`config.mk`:
```
export PLATFORM = sky130hd
export DESIGN_NAME = spi_cmd_seq
export DESIGN_NICKNAME = d
export VERILOG_FILES = /design/src/rtl/spi_seq_pkg.sv /design/src/rtl/spi_half_tick.sv /design/src/rtl/spi_byte_engine.sv /design/src/rtl/spi_cmd_seq.sv
export SDC_FILE = /design/constraint.sdc
export NUM_CORES = 1
export LEC_CHECK = 0
export BUFFER_PORTS_ARGS = -buffer_cell sky130_fd_sc_hd__buf_2
export CAP_MARGIN = 10
export CORE_ASPECT_RATIO = 1.5
export CORE_MARGIN = 4
export CORE_UTILIZATION = 35
export DETAILED_ROUTE_END_ITERATION = 8
export GPL_TIMING_DRIVEN = 0
export PLACE_DENSITY = 0.52
export REMOVE_ABC_BUFFERS = 1
export SYNTH_ARGS = -nofsm -noshare
export SYNTH_HDL_FRONTEND = slang
export SYNTH_HIERARCHICAL = 1
export SYNTH_SLANG_ARGS = --single-unit
```
`constraint.sdc`:
```
create_clock -name clk -period 6.8 [get_ports clk]
set_input_delay 0.34 -clock clk [delete_from_list [all_inputs] [get_ports clk]]
set_output_delay 0.34 -clock clk [all_outputs]
set_load 0.005 [all_outputs]
```
`src/rtl/spi_seq_pkg.sv`:
```
package spi_seq_pkg;

  localparam logic [1:0] OP_WRITE = 2'd1;
  localparam logic [1:0] OP_READ  = 2'd2;

  localparam logic [2:0] CODE_ERR    = 3'd1;
  localparam logic [2:0] CODE_ACTIVE = 3'd2;
  localparam logic [2:0] CODE_IDLE   = 3'd4;
  localparam logic [2:0] CODE_WAIT   = 3'd6;

  typedef enum logic [2:0] {
    SQ_IDLE,
    SQ_GATE,
    SQ_LOAD,
    SQ_XFER,
    SQ_NEXT
  } sq_state_t;

  // mirror a byte for LSB-first data
  function automatic logic [7:0] rev8(input logic [7:0] b);
    logic [7:0] r;
    for (int i = 0; i < 8; i++) r[i] = b[7-i];
    return r;
  endfunction

  // address byte for the number of address bytes still to send
  function automatic logic [7:0] pick_offset(input logic [1:0] left,
                                             input logic [15:0] hi,
                                             input logic [7:0] lo);
    case (left)
      2'd3:    return hi[15:8];
      2'd2:    return hi[7:0];
      default: return lo;
    endcase
  endfunction

  function automatic logic flow_blocked(input logic en, input logic stall_hi,
                                        input logic lvl);
    return en && (lvl == stall_hi);
  endfunction

endpackage

```
`src/rtl/spi_half_tick.sv`:
```
module spi_half_tick #(
  parameter int HALF_DIV = 2
) (
  input  logic clk,
  input  logic rst_n,
  input  logic run,
  output logic tick
);
  localparam int CW = (HALF_DIV > 1) ? $clog2(HALF_DIV) : 1;
  localparam logic [CW-1:0] LAST = CW'(HALF_DIV - 1);

  logic [CW-1:0] cnt;

  assign tick = run && (cnt == LAST);

  always_ff @(posedge clk or negedge rst_n) begin
    if (!rst_n)    cnt <= '0;
    else if (!run) cnt <= '0;
    else if (tick) cnt <= '0;
    else           cnt <= cnt + 1'b1;
  end
endmodule

```
`src/rtl/spi_byte_engine.sv`:
```
module spi_byte_engine (
  input  logic       clk,
  input  logic       rst_n,
  input  logic       tick,
  input  logic       start,
  input  logic       cpha,
  input  logic [7:0] wire_byte,
  input  logic       miso,
  output logic       busy,
  output logic       sclk_raw,
  output logic       mosi,
  output logic       done,
  output logic [7:0] rx_byte
);
  logic [3:0] k;
  logic [7:0] sh;

  always_ff @(posedge clk or negedge rst_n) begin
    if (!rst_n) begin
      busy     <= 1'b0;
      k        <= '0;
      sclk_raw <= 1'b0;
      sh       <= '0;
      rx_byte  <= '0;
      mosi     <= 1'b0;
      done     <= 1'b0;
    end else begin
      done <= 1'b0;
      if (start && !busy) begin
        busy     <= 1'b1;
        k        <= '0;
        sclk_raw <= 1'b0;
        if (!cpha) begin
          mosi <= wire_byte[7];
          sh   <= {wire_byte[6:0], 1'b0};
        end else begin
          sh <= wire_byte;
        end
      end else if (busy && tick) begin
        sclk_raw <= ~sclk_raw;
        k        <= k + 4'd1;
        // even k is a leading edge, odd k a trailing edge
        if (k[0] == cpha) begin
          rx_byte <= {rx_byte[6:0], miso};
        end else begin
          mosi <= sh[7];
          sh   <= {sh[6:0], 1'b0};
        end
        if (k == 4'd15) begin
          busy <= 1'b0;
          done <= 1'b1;
        end
      end
    end
  end
endmodule

```
`src/rtl/spi_cmd_seq.sv`:
```
module spi_cmd_seq
  import spi_seq_pkg::*;
#(
  parameter int HALF_DIV = 2,
  parameter int SIZE_W   = 8,
  parameter int RPT_W    = 4
) (
  input  logic              clk,
  input  logic              rst_n,
  input  logic              cmd_wr,
  input  logic [1:0]        cmd_op,
  input  logic [1:0]        cmd_offcnt,
  input  logic [SIZE_W-1:0] cmd_size,
  input  logic [RPT_W-1:0]  cmd_repeat,
  input  logic              cmd_cont,
  input  logic [15:0]       offset_hi,
  input  logic [7:0]        offset_lo,
  input  logic              cfg_cpol,
  input  logic              cfg_cpha,
  input  logic              cfg_lsb_first,
  input  logic              flow_en,
  input  logic              flow_stall_hi,
  input  logic              flow_in,
  input  logic [7:0]        tx_data,
  input  logic              tx_empty,
  output logic              tx_pop,
  input  logic              rx_full,
  output logic [7:0]        rx_data,
  output logic              rx_push,
  output logic              sclk,
  output logic              mosi,
  output logic              cs_n,
  input  logic              miso,
  output logic [1:0]        stat_cmd,
  output logic [2:0]        stat_state,
  output logic [SIZE_W-1:0] stat_remain,
  output logic              evt_done,
  output logic              evt_illegal
);
  sq_state_t         st;
  logic [1:0]        op_q, offcnt_q, off_left;
  logic [SIZE_W-1:0] size_q, remain;
  logic [RPT_W-1:0]  rpt_left;
  logic              cont_q, cs_act, err_q, done_q, ill_q, in_data;
  logic [15:0]       hi_q;
  logic [7:0]        lo_q;

  // named internal events
  logic       eng_tick, eng_busy, eng_done, eng_raw, eng_start;
  logic       off_pending, fifo_block, data_ready, pass_over, op_valid;
  logic [7:0] eng_byte, eng_rx, data_byte;

  assign op_valid    = (cmd_op == OP_WRITE) || (cmd_op == OP_READ);
  assign off_pending = (off_left != 2'd0);
  assign fifo_block  = (op_q == OP_WRITE) ? tx_empty : rx_full;
  assign pass_over   = !off_pending && (remain == '0);
  assign data_ready  = !off_pending && (remain != '0) && !fifo_block;
  assign eng_start   = (st == SQ_LOAD) && (off_pending || data_ready);

  assign data_byte = (op_q == OP_WRITE)
                   ? (cfg_lsb_first ? rev8(tx_data) : tx_data) : 8'h00;
  assign eng_byte  = off_pending ? pick_offset(off_left, hi_q, lo_q) : data_byte;

  assign tx_pop  = (st == SQ_LOAD) && data_ready && (op_q == OP_WRITE);
  assign rx_push = (st == SQ_XFER) && eng_done && in_data && (op_q == OP_READ);
  assign rx_data = cfg_lsb_first ? rev8(eng_rx) : eng_rx;

  assign sclk        = eng_raw ^ cfg_cpol;
  assign cs_n        = ~cs_act;
  assign evt_done    = done_q;
  assign evt_illegal = ill_q;
  assign stat_remain = remain;
  assign stat_cmd    = (st == SQ_IDLE) ? 2'd0 : op_q;

  always_comb begin
    if (st == SQ_IDLE)
      stat_state = err_q ? CODE_ERR : CODE_IDLE;
    else if (st == SQ_LOAD && !off_pending && remain != '0 && fifo_block)
      stat_state = CODE_WAIT;
    else
      stat_state = CODE_ACTIVE;
  end

  spi_half_tick #(.HALF_DIV(HALF_DIV)) u_tick (
    .clk(clk), .rst_n(rst_n), .run(eng_busy), .tick(eng_tick)
  );

  spi_byte_engine u_eng (
    .clk(clk), .rst_n(rst_n), .tick(eng_tick), .start(eng_start),
    .cpha(cfg_cpha), .wire_byte(eng_byte), .miso(miso), .busy(eng_busy),
    .sclk_raw(eng_raw), .mosi(mosi), .done(eng_done), .rx_byte(eng_rx)
  );

  always_ff @(posedge clk or negedge rst_n) begin
    if (!rst_n) begin
      st       <= SQ_IDLE;
      op_q     <= '0;
      offcnt_q <= '0;
      off_left <= '0;
      size_q   <= '0;
      remain   <= '0;
      rpt_left <= '0;
      cont_q   <= 1'b0;
      cs_act   <= 1'b0;
      err_q    <= 1'b0;
      done_q   <= 1'b0;
      ill_q    <= 1'b0;
      in_data  <= 1'b0;
      hi_q     <= '0;
      lo_q     <= '0;
    end else begin
      done_q <= 1'b0;
      ill_q  <= cmd_wr && (st != SQ_IDLE);
      case (st)
        SQ_IDLE: if (cmd_wr) begin
          if (op_valid) begin
            op_q     <= cmd_op;
            offcnt_q <= cmd_offcnt;
            size_q   <= cmd_size;
            remain   <= cmd_size;
            rpt_left <= cmd_repeat;
            cont_q   <= cmd_cont;
            hi_q     <= offset_hi;
            lo_q     <= offset_lo;
            err_q    <= 1'b0;
            st       <= SQ_GATE;
          end else begin
            err_q <= 1'b1;
          end
        end
        SQ_GATE: if (!flow_blocked(flow_en, flow_stall_hi, flow_in)) begin
          cs_act   <= 1'b1;
          off_left <= offcnt_q;
          remain   <= size_q;
          st       <= SQ_LOAD;
        end
        SQ_LOAD: begin
          if (eng_start) begin
            in_data <= !off_pending;
            st      <= SQ_XFER;
          end else if (pass_over) begin
            st <= SQ_NEXT;
          end
        end
        SQ_XFER: if (eng_done) begin
          if (in_data) remain   <= remain - 1'b1;
          else         off_left <= off_left - 2'd1;
          st <= SQ_LOAD;
        end
        SQ_NEXT: begin
          if (rpt_left != '0) begin
            rpt_left <= rpt_left - 1'b1;
            cs_act   <= 1'b0;
            st       <= SQ_GATE;
          end else begin
            done_q <= 1'b1;
            cs_act <= cont_q;
            st     <= SQ_IDLE;
          end
        end
        default: st <= SQ_IDLE;
      endcase
    end
  end
endmodule

```
After elaboration in Yosys (flattened, before gate mapping) --
Cells that the tools add are included.
Cells by class: reductions and logical operators 46, mux-type cells 58, bitwise logic cells 4, add/sub/neg operators 5, equal/unequal tests 23
Operator list (count):
- $mux W8 | 13
- $mux W3 | 9
- $pmux W8 S3 | 1
- $mux W1 | 21
- $mux W4 | 5
- $logic_and A1 B1 Y1 | 17
- $pmux W8 S2 | 1
- $pmux W3 S5 | 1
- $ne A2 B2 Y1 const B | 7
- $reduce_bool A2 Y1 | 6
- $reduce_and A2 Y1 | 5
- $reduce_and A3 Y1 | 3
- $eq A2 B2 Y1 const B | 4
- $logic_not A8 Y1 | 1
- $mux W2 | 4
- $pmux W4 S2 | 1
- $reduce_and A4 Y1 | 2
- $reduce_bool A8 Y1 | 1
- $sub A8 B1 Y8 const B | 1
- $eq A3 B2 Y1 const B | 2
- $reduce_and A6 Y1 | 1
- $reduce_bool A3 Y1 | 2
- $reduce_and A5 Y1 | 1
- $add A4 B1 Y4 const B | 1
- other kinds (18) | 26
Storage, ports and cells: bits of input ports 61, output and inout port bits 28, bits in registers 84

Longest topological paths before layout --
Gate-level depths: netlist of the first run.
depth after elaboration 9, mapped depth 9

Modules after synthesis --
The synthesis of the first run kept the hierarchy.
Modules (own cells, without submodules):
- spi_cmd_seq | instances 1, area each 3335.7 µm², cells each 320
- spi_byte_engine | instances 1, area each 1124.8 µm², cells each 89
- spi_half_tick | instances 1, area each 41.3 µm², cells each 3

Worst setup path after synthesis of the first run --
OpenSTA, ideal clock, no wires.
path type reg2reg, start reg remain[4] (netlist: stat_remain[4]), end reg u_eng.mosi, cell stages (with the launch flop) 9, clock period less this slack 2.185 ns, data required time 6.674 ns, setup slack 4.615 ns, setup time 0.126 ns, arrival time 2.059 ns, path buffers 1, cell sequence dfrtp_1 nor4_1 nand3_1 nand2_1 a21oi_1 nand2b_1 buf_2 nor2_1 o311a_1
Between the ends: longest elaborated chain between the ends 8
Ends and longest elaborated chain:
- start, declared | line spi_cmd_seq.sv:42 | logic [SIZE_W-1:0] size_q, remain;
- start signal, assigned | line spi_cmd_seq.sv:120 | remain <= cmd_size;
- start signal, assigned | line spi_cmd_seq.sv:134 | remain <= size_q;
- start signal, assigned | line spi_cmd_seq.sv:146 | if (in_data) remain <= remain - 1'b1;
- $reduce_bool A8 Y1 * | line spi_cmd_seq.sv:57 | assign data_ready = !off_pending && (remain != '0) && !fifo_block;
- $logic_and A1 B1 Y1 * (2 in a row) | line spi_cmd_seq.sv:57
- $logic_or A1 B1 Y1 * | line spi_cmd_seq.sv:58 | assign eng_start = (st == SQ_LOAD) && (off_pending || data_ready);
- $logic_and A1 B1 Y1 * | line spi_cmd_seq.sv:58
- named net eng_start | line spi_cmd_seq.sv:49 | logic eng_tick, eng_busy, eng_done, eng_raw, eng_start;
- $logic_and A1 B1 Y1 * | line spi_byte_engine.sv:29 | if (start && !busy) begin
- $ne A2 B2 Y1 (no source line), or another cell as far along
- $reduce_and A3 Y1 (no source line)
- end signal, assigned | line spi_byte_engine.sv:34 | mosi <= wire_byte[7];
- end signal, assigned | line spi_byte_engine.sv:46 | mosi <= sh[7];
- end, declared | line spi_byte_engine.sv:11 | output logic mosi,
Mark *: on every way through the listed nets, which the timed path passes. The rest lies on a longest branch. A chain may end at the register's enable or synchronous reset.

Worst setup path after layout of the first run --
start reg remain[3] (netlist: stat_remain[3]), end reg u_eng.sh[2]
Between the ends: longest elaborated chain between the ends 8
Ends and longest elaborated chain:
- $reduce_bool A8 Y1 * | line spi_cmd_seq.sv:57
- $logic_and A1 B1 Y1 * (2 in a row) | line spi_cmd_seq.sv:57
- $logic_or A1 B1 Y1 * | line spi_cmd_seq.sv:58
- $logic_and A1 B1 Y1 * | line spi_cmd_seq.sv:58
- named net eng_start | line spi_cmd_seq.sv:49
- $logic_and A1 B1 Y1 * | line spi_byte_engine.sv:29
- $ne A2 B1 Y1 (no source line) or $reduce_bool A2 Y1 (tied branches)
- $reduce_and A2 Y1 (no source line)
- end signal, assigned | line spi_byte_engine.sv:35 | sh <= {wire_byte[6:0], 1'b0};
- end signal, assigned | line spi_byte_engine.sv:37 | sh <= wire_byte;
- end signal, assigned | line spi_byte_engine.sv:47 | sh <= {sh[6:0], 1'b0};
- end, declared | line spi_byte_engine.sv:16 | logic [7:0] sh;
Marked as above.

==> reports/results.ini, run 1 <==
[clock_tree]
worstSkewPairLatency_ns=0.34
cts_buffer_depth=2
root_buffer=clkbuf_16
cts_setup_buffers=0
cts_tree=done
path_clk_slew_ns=0.06
cts.sinks=84
numCtsBuffers=9
cts_max_level=3

[logic_synthesis]
syn_inst=412
synthFlopType=dfrtp_1
ys_seq_area_share_pct=46.69
synthArstFlopShare_pct=100.0
synth.distinct_cells=60
syn_avg_cell_area_um2=10.93
yosysTopAreaCell=dfrtp_1
syn_area_mm2=0.004502
yosys_warnings=6
ys_ff_latch=84
synth_top_area_share_pct=46.69
synth.area.top_cells=dfrtp_1 (47%), mux2_2 (14%), mux2i_1 (4.0%)
synth-edff-count=0

[detailed_routing]
route.detailed.drc=0
routed_wl_um=11160
dr.pass1.iters=4
wl_per_cell_um=17.16
drtIter0Drc=126
ant_nets=0
vias=3442
avgViaCountPerCell=5.295

[critical_path]
rrSetupSlack_ns=3.94
crit_required_ns=7.08
critPathKind=reg -> reg
endpoint_kind=register
reg2reg_from=stat_remain[3]$_DFFE_PN0P_
reg2reg_depth=7
worstPathArrival_ns=3.14
r2r_end=u_eng/sh[2]$_DFFE_PN0P_
crit_fanout=12
endpoint=u_eng/sh[2]$_DFFE_PN0P_
critPathLaunchType=register
crit_path_start=stat_remain[3]$_DFFE_PN0P_

[layout]
fin_util_pct=42.94
most-common-layout-cells=buf_2 (87), dfrtp_1 (84), mux2_2 (54), nor2_1 (28)
final_area_mm2=0.005399
diodes=0
area_delta_synth_final_pct=19.93
final_common_cell=buf_2
finalNetCount=559
final_cells=650
final_layout_size_suffix_gt1_share_pct=34.62
fill_cells=1272

[sta]
fin_skew_ns=0.006829
setup-tns-final_ns=0
worstMarginPinSlew_ns=0.9077
finalMaxSlewViolations=0
slew_headroom_pct=38.93
fmax_ghz=0.3495
finalHoldViolCount=0
setup_slack_ns=3.939
finalCritPeriodShare_pct=42.08
fin_crit_ns=2.861
setup_viol=0
rsz0062_at_grt=no

[floorplanning]
die_area_mm2=0.01478
ios=89
start_util_pct=35.80
dieWidth_um=100.6
die_h_um=146.9
rows=50
coreArea_mm2=0.01257

[global_routing]
grt_pass1_wl_um=18360
grt_max_degree=67
grt_overflow_total=0
antenna_found_initial=0
grt_pass1_vias=3707
grt_usage_pct=15.58

[place]
portBuffers=88
dp_hpwl_um=8152
post-place-cells=634
pre_cts_ws_ns=3.944
placedInstanceArea_mm2=0.005065
gp_congestion=0.7854

[hold_path]
min_path_type=in -> reg

[pwr]
p_leak_nw=2.591
ir_worst_vdd_v=0.0001077
powerDensity_mw_per_mm2=214.7

[run]
maxCapViolations=0

[status]
outcome=completed

[where the power goes]
group | switching (mW) | total [mW] | internal, mW
Combinational | 0.0441 | 0.0967 | 0.0526
Clock | 0.204 | 0.536 | 0.332
Sequential | 0.0121 | 0.527 | 0.515
Total | 0.260 | 1.16 | 0.899
[stage by stage]
step | hold slack [ns] | power (mW)
after global routing | 0.2251 | 1.209
after floorplan | 0.04441 | 0.5749
after detailed placement | 0.2545 | 0.6349
final | 0.2305 | 1.159
after global placement | 0.4799 | 0.6306
after CTS | 0.2127 | 1.180
[kinds of logic (layout without fill, tap and decap cells)]
family	after synthesis	count (layout)	synth area share, %
compound gates	99	99	15.48
simple gates	96	96	11.09
flops	84	84	46.69
mux	73	73	17.84
buf+inv	40	122	4.169
xor+xnor	12	12	2.501
fa+ha+maj	8	8	2.224
[Yosys cell counts, types with 2 or more instances]
cell,instances
o21ai_0,18
a221oi_1,2
o2bb2ai_1,2
nor2b_1,8
xnor2_1,6
o22ai_1,12
ha_1,8
a21oi_1,18
inv_1,16
nand3b_1,2
and2_1,3
xor2_1,5
a22o_1,12
buf_1,2
mux2i_1,18
nor2_1,28
nor3_1,9
nor4_1,2
dfrtp_1,84
nand2b_1,4
buf_2,6
clkbuf_1,11
mux2_2,54
nand3_1,4
a221o_1,8
nand2_1,18
and3_1,5
a31oi_1,6
buf_6,3
o31ai_1,6
buf_4,2
a211oi_1,2
[sequential cells by signal, summed over array words and instances, names as in the netlist, 2 cells and up]
name           cells
hi_q              16
lo_q               8
off_left           2
offcnt_q           2
op_q               2
rpt_left           4
size_q             8
st                 3
stat_remain        8
u_eng/k            4
u_eng/rx_byte      8
u_eng/sh           8
[repair_timing]
action | CTS | global route
hold buffers | 1 | 0
hold endpoints to repair | 18 | 0
gates resized for setup | 0 | 0
[worst max-delay path, cell delays in order, from the launching register on]
cell	delay (ns)
dfrtp_1	0.47
nor4_1	0.78
nand3_1	0.32
nand2_1	0.18
a21oi_1	0.09
nand2b_1	0.34
a21boi_2	0.40
a221o_1	0.21
[how the worst min path moves through the flow]
stage	end	start	slack, ns	depth (start not counted)
5_1_grt	hi_q[4]$_DFFE_PN0P_	offset_hi[4]	0.23	2
3_5_place_dp	hi_q[15]$_DFFE_PN0P_	rst_n	0.25	1
3_3_place_gp	size_q[4]$_DFFE_PN0P_	size_q[4]$_DFFE_PN0P_	0.48	1
2_1_floorplan	cont_q$_DFFE_PN0P_	rst_n	0.04	0
4_1_cts	hi_q[4]$_DFFE_PN0P_	offset_hi[4]	0.21	2
6_report	hi_q[4]$_DFFE_PN0P_	offset_hi[4]	0.23	2
[metal layers]
layer	share of wire, %	track usage, %	vias to the layer above
li1	-	-	1657
met1	43	18.68	1682
met2	52	27.21	85
met3	4.1	2.708	18
met4	1.8	6.136	0
met5	0	0	-
[cell type report]
cell class	count	area, µm²	share of cell area [%]
repair buffers	91	500.5	9.270
clock inverters	5	85.08	1.576
clock buffers	10	239.0	4.426
multi-input cells	288	2217	41.07
well taps	156	195.2	3.615
inverters	16	60.06	1.112
flip-flops and latches	84	2102	38.93
No activity file was read; power rests on OpenSTA's default activity.
==> run 2: changes to the inputs <==
--- a/config.mk
+++ b/config.mk
@@ -12,7 +12,7 @@
 export CORE_UTILIZATION = 35
 export DETAILED_ROUTE_END_ITERATION = 8
 export GPL_TIMING_DRIVEN = 0
-export PLACE_DENSITY = 0.52
+export PLACE_DENSITY = 0.54
 export REMOVE_ABC_BUFFERS = 1
 export SYNTH_ARGS = -nofsm -noshare
 export SYNTH_HDL_FRONTEND = slang
==> constraint.sdc (replaced) <==
create_clock -name clk -period 2.44 [get_ports clk]
set_input_delay 0.122 -clock clk [delete_from_list [all_inputs] [get_ports clk]]
set_output_delay 0.122 -clock clk [all_outputs]
set_load 0.005 [all_outputs]
==> reports/results.ini, run 2 (synthesis gave the netlist of run 1 again) <==
[status]
outcome=completed

[detailed_routing]
routed_wl_um=11070
avgViaCountPerCell=5.295
wl_per_cell_um=16.90
vias=3468
route.detailed.drc=0
dr.pass1.iters=4
ant_nets=0
drtIter0Drc=119

[pwr]
p_int_mw=2.398
powerDensity_mw_per_mm2=579.7
p_total_mw=3.162
power.switching_mw=0.7643
p_comb_share_pct=8.7
clkPwrFrac_pct=44.9
ir_worst_vdd_v=0.0002942
p_sw_share_pct=24.17
power_frac_seq_pct=46.4
p_leak_nw=2.614

[floorplanning]
rows=50
dieWidth_um=100.6
die_h_um=146.9
start_util_pct=35.80
coreArea_mm2=0.01257
die_area_mm2=0.01478
ios=89

[clock_tree]
cts.sinks=84
cts_tree=done
cts_buffer_depth=2
path_clk_slew_ns=0.07
root_buffer=clkbuf_16
cts_max_level=3
worstSkewPairLatency_ns=0.34
numCtsBuffers=9

[global_routing]
grt_pass1_vias=3637
antenna_found_initial=1
grt_overflow_total=0
grt_usage_pct=15.38
grt_max_degree=68
grt_pass1_wl_um=18150

[layout]
area_delta_synth_final_pct=21.15
largest_reg_flops=16
final_common_cell=buf_2
final_area_mm2=0.005454
final_cells=655
diodes=0
most-common-layout-cells=buf_2 (87), dfrtp_1 (83), mux2_2 (54), nor2_1 (28)
top_register=hi_q
final_layout_size_suffix_gt1_share_pct=35.67
finalNetCount=563

[place]
gp_congestion=0.8023
dp_hpwl_um=8111
post-place-cells=634
placedInstanceArea_mm2=0.005065
portBuffers=88

[sta]
worstMarginPinSlew_ns=0.5610
finalMaxSlewViolations=0
fin_skew_ns=0.007045
finalCritPeriodShare_pct=91.61
fmax_ghz=0.4474
setup-tns-final_ns=0
slew_headroom_pct=62.49
setup_viol=0
finalHoldViolCount=0
rsz0062_at_grt=no
fin_crit_ns=2.235

[critical_path]
crit_fanout=12
critPathKind=reg -> reg
endpoint_kind=register
crit_required_ns=2.66
critPathLaunchType=register
worstPathArrival_ns=2.45

[run]
maxCapViolations=0

[hold_path]
min_path_type=in -> reg

## run 2: routing by layer
layer	vias to the layer above	global-route usage (%)	wire, µm
li1	1670	-	-
met1	1692	18.73	4546
met2	88	26.72	5822
met3	16	2.518	497
met4	2	5.934	196
met5	-	0	10
## run 2: path summary, 6_finish.rpt
check                                    startpoint  slack, ns  cells past startpoint                       to
worst max-delay path            op_q[0]$_DFFE_PN0P_       0.20                      7  u_eng/sh[3]$_DFFE_PN0P_
worst min-delay path                       cmd_cont       0.01                      2       cont_q$_DFFE_PN0P_
worst max register to register  op_q[0]$_DFFE_PN0P_       0.20                      7  u_eng/sh[3]$_DFFE_PN0P_
worst min register to register   cont_q$_DFFE_PN0P_       0.49                      1       cs_act$_DFFE_PN0P_
max in group asynchronous                     rst_n       1.60                      3        st[1]$_DFFE_PN0P_
min in group asynchronous                     rst_n       0.21                      2      op_q[1]$_DFFE_PN0P_
## run 2: power groups by stage
stage          Combinational, mW  Sequential [mW]  Clock, mW
2_1_floorplan              0.117             1.48          0
3_3_place_gp               0.263             1.49          0
3_5_place_dp               0.273             1.50          0
4_1_cts                    0.283             1.47       1.47
5_1_grt                    0.308             1.47       1.53
6_report                   0.275             1.47       1.42
## run 2: area by class of cell
class,count,area [µm²]
fill,1230,7121
clock buffer,9,225.2
tap,156,195.2
timing repair buffer,95,538.0
multi-input combinational,288,2248
inverter,16,60.06
sequential,84,2103
clock inverter,7,83.83
## run 2: repair_timing
action / in CTS / in global routing
endpoints found under the setup margin: 17 / 8
setup buffers: 1 / 0
gates resized for setup: 4 / 3
endpoints found under the hold margin: 20 / 0
hold buffers: 4 / 0
## run 2: critical path: stages, from the launching register on
cell	delay (ns)
dfrtp_1	0.41
nor2b_1	0.31
mux2i_2	0.31
nand2_1	0.10
a21oi_1	0.25
nand2b_2	0.21
a21boi_4	0.21
a221o_1	0.32
## run 2: through the flow
| step | hold WS, ns | setup slack (ns) | util [%] |
|---|---|---|---|
| 3_3_place_gp | 0.3554 | -1.030 | 39.84 |
| 3_5_place_dp | 0.02189 | -0.3784 | 40.28 |
| 5_1_grt | 0.009360 | 0.01881 | 43.37 |
| 2_1_floorplan | -0.1736 | -0.01443 | - |
| 4_1_cts | 0.0005007 | 0.04016 | 43.27 |
| 6_report | 0.01232 | 0.2048 | 43.37 |
